<file path="src/rtl/sar_sequencer.sv">
module sar_sequencer #(
  parameter int NCH = 26,
  parameter int CW  = $clog2(NCH)
) (
  input  logic          clk,
  input  logic          rst_n,
  input  logic          go_set,
  input  logic          go_clr,
  input  logic          ext_mode,
  input  logic          trig_n,
  input  logic          res10,
  input  logic          hold_en,
  input  logic          ref_keep,
  input  logic [2:0]    div_sel,
  input  logic [2:0]    mode,
  input  logic [CW-1:0] chan_sel,
  input  logic [CW-1:0] sweep_last,
  input  logic [CW-1:0] rd_ch,
  input  logic          cmp,
  output logic          run,
  output logic          busy,
  output logic          sample,
  output logic          ref_en,
  output logic          done,
  output logic [CW-1:0] mux_sel,
  output logic [CW-1:0] done_ch,
  output logic [9:0]    dac_code,
  output logic [9:0]    done_data,
  output logic [9:0]    rd_data
);
  localparam logic [2:0] M_ONE = 3'd0, M_REP = 3'd1, M_SWP = 3'd2, M_LOOP = 3'd3;

  logic [3:0]    dcnt, div_m1, bidx;
  logic [5:0]    cnt, len, first_dec;
  logic [9:0]    sar, result;
  logic [CW-1:0] ch, swp, nxt_ch, nxt_swp, init_ch;
  logic          alt, nxt_alt, stop, trig_q, tick, last, dec, fall, start;
  logic [9:0]    res_q [NCH];

  always_comb begin
    case (div_sel)
      3'd0:    div_m1 = 4'd0;
      3'd1:    div_m1 = 4'd1;
      3'd2:    div_m1 = 4'd2;
      3'd3:    div_m1 = 4'd3;
      3'd4:    div_m1 = 4'd5;
      default: div_m1 = 4'd11;
    endcase
  end

  assign len       = hold_en ? (res10 ? 6'd33 : 6'd28) : (res10 ? 6'd59 : 6'd49);
  assign first_dec = len - (res10 ? 6'd10 : 6'd8);
  assign dec       = busy && (cnt >= first_dec);
  assign bidx      = 4'(len - 6'd1 - cnt);
  assign tick      = busy && (dcnt == div_m1);
  assign last      = tick && (cnt == len - 6'd1);
  assign fall      = trig_q && !trig_n;
  assign start     = !go_clr && ((!ext_mode && go_set && !run) || (ext_mode && run && fall));
  assign init_ch   = (mode == M_SWP || mode == M_LOOP) ? '0 : chan_sel;
  assign result    = {sar[9:1], cmp};
  assign dac_code  = dec ? (sar | (10'd1 << bidx)) : 10'd0;
  assign sample    = busy && !dec;
  assign mux_sel   = ch;
  assign ref_en    = ref_keep || busy;
  assign rd_data   = (rd_ch < CW'(NCH)) ? res_q[rd_ch] : 10'd0;

  always_comb begin
    nxt_ch  = ch;
    nxt_swp = swp;
    nxt_alt = alt;
    stop    = 1'b0;
    case (mode)
      M_ONE:  stop = 1'b1;
      M_REP:  ;
      M_SWP:  if (ch == sweep_last) stop = 1'b1; else nxt_ch = ch + 1'b1;
      M_LOOP: nxt_ch = (ch == sweep_last) ? '0 : ch + 1'b1;
      default:
        if (!alt) begin
          nxt_ch  = swp;
          nxt_alt = 1'b1;
        end else begin
          nxt_swp = (swp == sweep_last) ? '0 : swp + 1'b1;
          nxt_ch  = chan_sel;
          nxt_alt = 1'b0;
        end
    endcase
  end

  always_ff @(posedge clk or negedge rst_n) begin
    if (!rst_n) begin
      run <= 1'b0; busy <= 1'b0; done <= 1'b0; trig_q <= 1'b1;
      dcnt <= '0; cnt <= '0; sar <= '0; ch <= '0; swp <= '0; alt <= 1'b0;
      done_ch <= '0; done_data <= '0;
      for (int i = 0; i < NCH; i++) res_q[i] <= '0;
    end else begin
      trig_q <= trig_n;
      done   <= 1'b0;
      if (go_clr) begin
        run  <= 1'b0;
        busy <= 1'b0;
      end else if (start) begin
        run <= 1'b1; busy <= 1'b1;
        cnt <= '0; dcnt <= '0; sar <= '0;
        ch <= init_ch; swp <= '0; alt <= 1'b0;
      end else begin
        if (go_set && ext_mode) run <= 1'b1;
        if (busy) dcnt <= tick ? 4'd0 : dcnt + 4'd1;
        if (tick) begin
          if (dec) sar[bidx] <= cmp;
          if (last) begin
            done      <= 1'b1;
            done_ch   <= ch;
            done_data <= result;
            res_q[ch] <= result;
            cnt <= '0; sar <= '0;
            ch <= nxt_ch; swp <= nxt_swp; alt <= nxt_alt;
            if (stop) begin
              busy <= 1'b0;
              run  <= 1'b0;
            end
          end else begin
            cnt <= cnt + 6'd1;
          end
        end
      end
    end
  end
endmodule


</file>
<file path="config.mk">
export PLATFORM = sky130hd
export DESIGN_NAME = sar_sequencer
export DESIGN_NICKNAME = d
export VERILOG_FILES = /design/src/rtl/sar_sequencer.sv
export SDC_FILE = /design/constraint.sdc
export NUM_CORES = 1
export LEC_CHECK = 0
export ABC_AREA = 1
export BUFFER_PORTS_ARGS = -buffer_cell sky130_fd_sc_hd__buf_4
export CAP_MARGIN = 20
export CORE_MARGIN = 2
export CORE_UTILIZATION = 40
export CTS_CLUSTER_SIZE = 12
export DETAILED_ROUTE_END_ITERATION = 8
export SYNTH_ARGS = -nofsm -noshare
export SYNTH_HDL_FRONTEND = slang
export SYNTH_SLANG_ARGS = --single-unit
</file>
<file path="constraint.sdc">
create_clock -name clk -period 2.4 [get_ports clk]
set_clock_uncertainty 0.05 [all_clocks]
set_input_delay 0.24 -clock clk [delete_from_list [all_inputs] [get_ports clk]]
set_output_delay 0.24 -clock clk [all_outputs]
set_load 0.005 [all_outputs]
</file>
### Yosys cells after proc, flatten, opt, wreduce, memory -nomap -nowiden

Cells that the tools add are included.

* word-level logic and storage cells: 175
* bits in registers: 310
* input port bits: 31
* output and inout port bits: 45

* shift-type cells: 1
* bitwise logic cells: 5
* order comparisons: 7
* reductions and logical operators: 41
* eq/ne operators: 14
* add/sub/neg operators: 7
* mux-type cells: 62

Operator list (number)
* $bwmux W260: 1
* $mux W10: 9
* $mux W5: 13
* $bmux W10 S5: 1
* $demux W10 S5: 1
* $mux W6: 5
* $mux W1: 22
* $pmux W4 S5: 1
* $mux W4: 4
* $pmux W5 S3: 1
* $logic_and A1 B1 Y1: 13
* $eq A3 B2 Y1 const B: 4
* $ge A6 B6 Y1 const B: 2
* $not A5 Y6: 2
* $reduce_bool A3 Y1: 4
* $add A5 B1 Y5 const B: 2
* $bwmux W10: 1
* $eq A5 B5 Y1: 2
* $or A10 B10 Y10: 1
* $reduce_and A5 Y1: 2
* $shl A1 B4 Y10 const A: 1
* $reduce_and A4 Y1: 2
* $reduce_bool A2 Y1: 4
* $add A6 B1 Y6 const B: 1
* 26 further kinds: 38

### Logic depth before layout (Yosys ltp)

* depth after elaboration: 13
* depth in mapped cells: 15
* gate-level depth less buffers: 14

### Worst setup path before layout

Ideal clock, no wire load.

* path kind: input -> register
* start point: in res10
* end point: reg res_q[100] (netlist bit)
* arrival time: 2133 ps
* buffers on the path: 2
* stages: 15
* required time: 2233 ps
* slack: 100 ps
* cells stage by stage: inv_1 -> ha_1 -> xor2_1 -> ha_1 -> nand2_1 -> nor2_1 -> nand2_1 -> nor2_1 -> nand3_2 -> nor3_2 -> buf_4 -> buf_6 -> nand2_2 -> nand2_1 -> nand2_1

* cells in the longest elaborated chain, start to end: 6

RTL lines
* start: declaration: RTL line 11 `input logic res10,`
* $mux W6 or $mux W4 (tied branches): RTL line 51 `assign len = hold_en ? (res10 ? 6'd33 : 6'd28) : (res10 ? 6'd59 : 6'd49);`
* $mux W6 *: RTL line 51
* $sub A6 B1 Y6 *: RTL line 56 `assign last = tick && (cnt == len - 6'd1);`
* $eq A6 B6 Y1 *: RTL line 56
* $logic_and A1 B1 Y1 *: RTL line 56
* $reduce_and A4 Y1 (no line) *
* end signal: indexed assignment: RTL line 114 `res_q[ch] <= result;`
* end: declaration: RTL line 38 `logic [9:0] res_q [NCH];`

Every way passes the cells marked *; elsewhere a longest branch is shown, timed or not.
A chain may end at the register's enable or synchronous reset.

### Final worst setup path

* start point: reg cnt[0]
* end point: out dac_code[4]

* cells in the longest elaborated chain, start to end: 4

RTL lines
* start: declaration: RTL line 34 `logic [5:0] cnt, len, first_dec;`
* start signal: assignment: RTL line 122 `cnt <= cnt + 6'd1;`
* $sub A4 B4 Y4: RTL line 54 `assign bidx = 4'(len - 6'd1 - cnt);`
* $shl A1 B4 Y10: RTL line 61 `assign dac_code = dec ? (sar | (10'd1 << bidx)) : 10'd0;`
* $or A10 B10 Y10: RTL line 61
* $mux W10 *: RTL line 61
* end: declaration: RTL line 27 `output logic [9:0] dac_code,`

Marked as above.

==> results list <==
* Wire length on met1: 24700 um
- Averaged over all synthesized cells, the footprint is 7.54 um2.
* # DRC: 0
* Setup slack of the critical path after layout: -0.281 ns
- Leading cell type in the layout, fill and taps excluded: sky130_fd_sc_hd__nand2_1
* Area leader, netlist: sky130_fd_sc_hd__dfrtp_1
- The final number of hold-violating endpoints was 0.
* Routed wire per std cell: 19.3 um
* Post-synth net total: 2246
- Maximum fanout along the worst path: 4
- Max layer used: met4
* Global route total overflow: 0
- Cell Pwr Density: 713 mW/mm2
- Total length of routed met3 wires: approximately 4600 um
- Worst Setup Path Type: flop to output pin
* Largest stage delay on the critical path: 0.40 ns
* Starting density of the core: 0.405
* Number of synthesized flops with an enable pin: 0
- Fraction of registers with async set or reset after synthesis: 1.00
- Leading cell types in the layout, fill and taps excluded: sky130_fd_sc_hd__nand2_1, sky130_fd_sc_hd__nand3_1, sky130_fd_sc_hd__dfrtp_1, sky130_fd_sc_hd__nor2_1, sky130_fd_sc_hd__buf_4
- Total design power: 15.2 mW
* First-pass detailed-route iteration total: 5
- Transition at the pin with the smallest max-transition slack: around 0.96 ns
- Launch point of the worst path: cnt[0]
- Data arrival time at the worst-slack endpoint: 2.39 ns
- Detailed routing placed a total of 25200 um of wire on met2.
* Number of flip-flops and latches in the synthesized netlist: 310
- Compared with the post-synthesis result, the final layout area differs by 28.8%.
- CTS root buf: sky130_fd_sc_hd__clkbuf_16
- The analysis attributes to cell leakage a power of approximately 11 nW.
* Post-route worst hold slack: 0.0510 ns
- Number of nets still failing antenna checks after routing: 0
- TritonCTS built the clock tree.
- In this run the tool buffered the top-level ports with 75 buffer cells.
* Synth top area share: 0.468
- For this run, the number of Yosys warnings is 0.
- The initial antenna violation count is 0.
* Worst max-slew margin expressed relative to the limit: 0.358
* Highest-delay cell along the critical path: sky130_fd_sc_hd__dfrtp_1
* Launch point of the worst hold path: chan_sel[0]
* Endpoint required time on the critical path: between 2 and 2.5 ns
* Detailed placer's ending HPWL: 34500 um
- Fmax achieved: 373 MHz
* Result of the run: complete, but fails checks
- Number of buffers added by the clock tree synthesis step: 38
- The region available for standard cell placement spans 0.0408 mm2.
- In the finished design, the share of the clock period the worst path needs comes to 1.12.
- After detailed routing, the number of vias per cell comes to 5.52.
* CTS max path bufs: 3
- The repair_antennas step left the layout with diodes totalling 0.
* Maximum VDD drop: 0.000562 V
- Post-layout instance area: 0.0213 mm2
- CTS saw 310 sinks.
- Routability Congestion: 0.912
- Among all flip-flop cells after synthesis, the most frequent one is sky130_fd_sc_hd__dfrtp_1.
* Final layout net count: 2398
- Number of max-slew violations in the final report: 0
- Setup violations remaining at the end of the flow were counted as 15.
- CTS H-Tree Depth: 2
- Max-cap violations in this run came to 0.
- The worst setup path is captured at an output pin.
- The tightest min-delay check is of the input port to flop type.
- Std cell rows: 74
- Setup repair after global routing could not meet its margin everywhere.
* Global-route wire length before repair: 84600 um
* Share of the yosys chip area belonging to registers: 0.469
- Die extent in x: ~210 um
- Count of unique library cells instantiated by Yosys: 37
- Insertion delay to the later sink of the worst-skew pair: 0.56 ns
* Die Area: about 0.043 mm2
- The detailed router finished its first iteration with approximately 1800 violations.
* Cell area reported after detailed placement: 0.0182 mm2
* Min Clock Period, post-route: 2.68 ns
* Violations in the final reports: setup timing
- Ports placed on the boundary: 76
- Detailed routing inserted a total of 16100 vias.
* Fraction of final layout cells with drive strength greater than 1: 0.219
- In the global route stage, overall resource usage came out at 0.246.
- DIE HEIGHT: approximately 210 um
- Cell Area, Synth: 0.0165 mm2
* Startpoint of the lowest-slack register-to-register path: cnt[0]
* Synthesized netlist cell count: 2193
* Maximum number of pins on one net before global-route repair: 81
- Via count of the first global-routing pass: 14900
* Clock-pin transition on the worst setup and hold timing paths: around 0.060 ns
- Ordered list of cells on the worst path: ha_2 -> fa_2 -> xnor2_4 -> inv_2 -> nor2_4 -> a21oi_4 -> nor2_1 -> buf_4
- The worst setup path is launched from a flop.
* Final Routed Wirelength: ~56000 um
- Leading post-synthesis cells by cell area: sky130_fd_sc_hd__dfrtp_1, sky130_fd_sc_hd__nand2_1, sky130_fd_sc_hd__nand3_1
==> Yosys cell counts, types with 2 or more instances <==
cell	count
sky130_fd_sc_hd__ha_1	21
sky130_fd_sc_hd__buf_4	2
sky130_fd_sc_hd__clkbuf_1	111
sky130_fd_sc_hd__nand2_1	714
sky130_fd_sc_hd__nand2_2	26
sky130_fd_sc_hd__o21a_1	2
sky130_fd_sc_hd__o2111ai_1	2
sky130_fd_sc_hd__xor2_1	12
sky130_fd_sc_hd__o221ai_1	21
sky130_fd_sc_hd__dfrtp_1	309
sky130_fd_sc_hd__or2_2	11
sky130_fd_sc_hd__nor3_1	4
sky130_fd_sc_hd__mux2i_1	6
sky130_fd_sc_hd__buf_6	30
sky130_fd_sc_hd__inv_1	69
sky130_fd_sc_hd__o21ai_1	9
sky130_fd_sc_hd__nor2_1	234
sky130_fd_sc_hd__nand4_1	21
sky130_fd_sc_hd__a21boi_0	2
sky130_fd_sc_hd__o21ai_0	147
sky130_fd_sc_hd__o22ai_1	12
sky130_fd_sc_hd__nand3_1	330
sky130_fd_sc_hd__nand3b_1	4
sky130_fd_sc_hd__inv_2	2
sky130_fd_sc_hd__buf_2	9
sky130_fd_sc_hd__o211ai_1	37
sky130_fd_sc_hd__xnor2_1	7
sky130_fd_sc_hd__buf_1	4
sky130_fd_sc_hd__a21oi_1	25
sky130_fd_sc_hd__clkinv_1	3
==> flip-flops by register name, indices dropped and copies added, names as in the netlist <==
register,flops
done_ch,5
sar,10
busy,1
done,1
mux_sel,5
res_q,260
done_data,10
run,1
cnt,6
dcnt,4
swp,5
trig_q,1
alt,1
==> kinds of logic after synthesis <==
| kind of cell | share of synthesized area |
|---|---|
| AND/OR/NAND/NOR | 0.341 |
| flip-flops | 0.469 |
| AO/OA/AOI/OAI | 0.0915 |
| buffers and inverters | 0.0670 |
| adder cells (fa/ha/maj) | 0.0171 |
| XOR/XNOR | 0.0101 |
| multiplexers | 0.00363 |
==> repair_timing <==
action / 4_1_cts / 5_1_grt
gates resized for setup: 47 / 230
buffers inserted: 2 / 24
cloned: 1 / 28
hold buffers: 5 / 0
pin swaps: 9 / 100
setup endpoints to repair: 12 / 280
endpoints found under the hold margin: 59 / 0
==> where the power goes <==
group	switching (mW)	total (mW)	internal [mW]
combinational	2.40	3.91	1.50
sequential	0.158	5.52	5.36
clock	2.38	5.77	3.39
==> final timing paths <==
kind	endpoint	slack (ns)	cells past startpoint
max in group asynchronous	res_q[46]	1.37	3
min reg2reg	res_q[39]	0.42	2
max	dac_code[4]	-0.28	8
max reg2reg	res_q[100]	-0.02	15
min in group asynchronous	res_q[131]	0.18	2
min	mux_sel[0]	0.05	5
==> metal layers <==
layer / vias to the layer above / global-route usage
met5: - / 0
met4: 0 / 0.0695
met3: 96 / 0.0470
met2: 728 / 0.378
met1: 7701 / 0.353
li1: 7528 / -
==> worst max-delay path, delay by kind of cell (launching register included) <==
family / cells / cell delay, ns
and+or+nand+nor: 2 / 0.26
xor gates and xnor gates: 1 / 0.25
AOI/OAI and AO/OA: 1 / 0.07
buffers and inverters: 2 / 0.27
DFF: 1 / 0.40
adders and majority gates: 2 / 0.58
==> final cells by class <==
class / instances / area (um2)
clock buffer: 56 / 1130
clock inverter: 13 / 124
fill: 3799 / 19500
inverter: 74 / 282
multi-input combinational: 1662 / 8590
sequential: 310 / 7760
tap: 532 / 666
timing repair buffer: 259 / 2750
==> per-stage QoR <==
stage / util / std cells / setup slack, ns / TNS [ns]
after floorplan: - / 2193 / 0.0999 / 0
after global placement: 0.445 / 2778 / -0.176 / -30.70
after detailed placement: 0.445 / 2778 / -0.267 / -52.85
after CTS: 0.483 / 2855 / -0.247 / -2.29
after global routing: 0.522 / 2906 / -0.375 / -12.46
final: 0.522 / 2906 / -0.281 / -2.49
No activity file was read; power rests on OpenSTA's default activity.
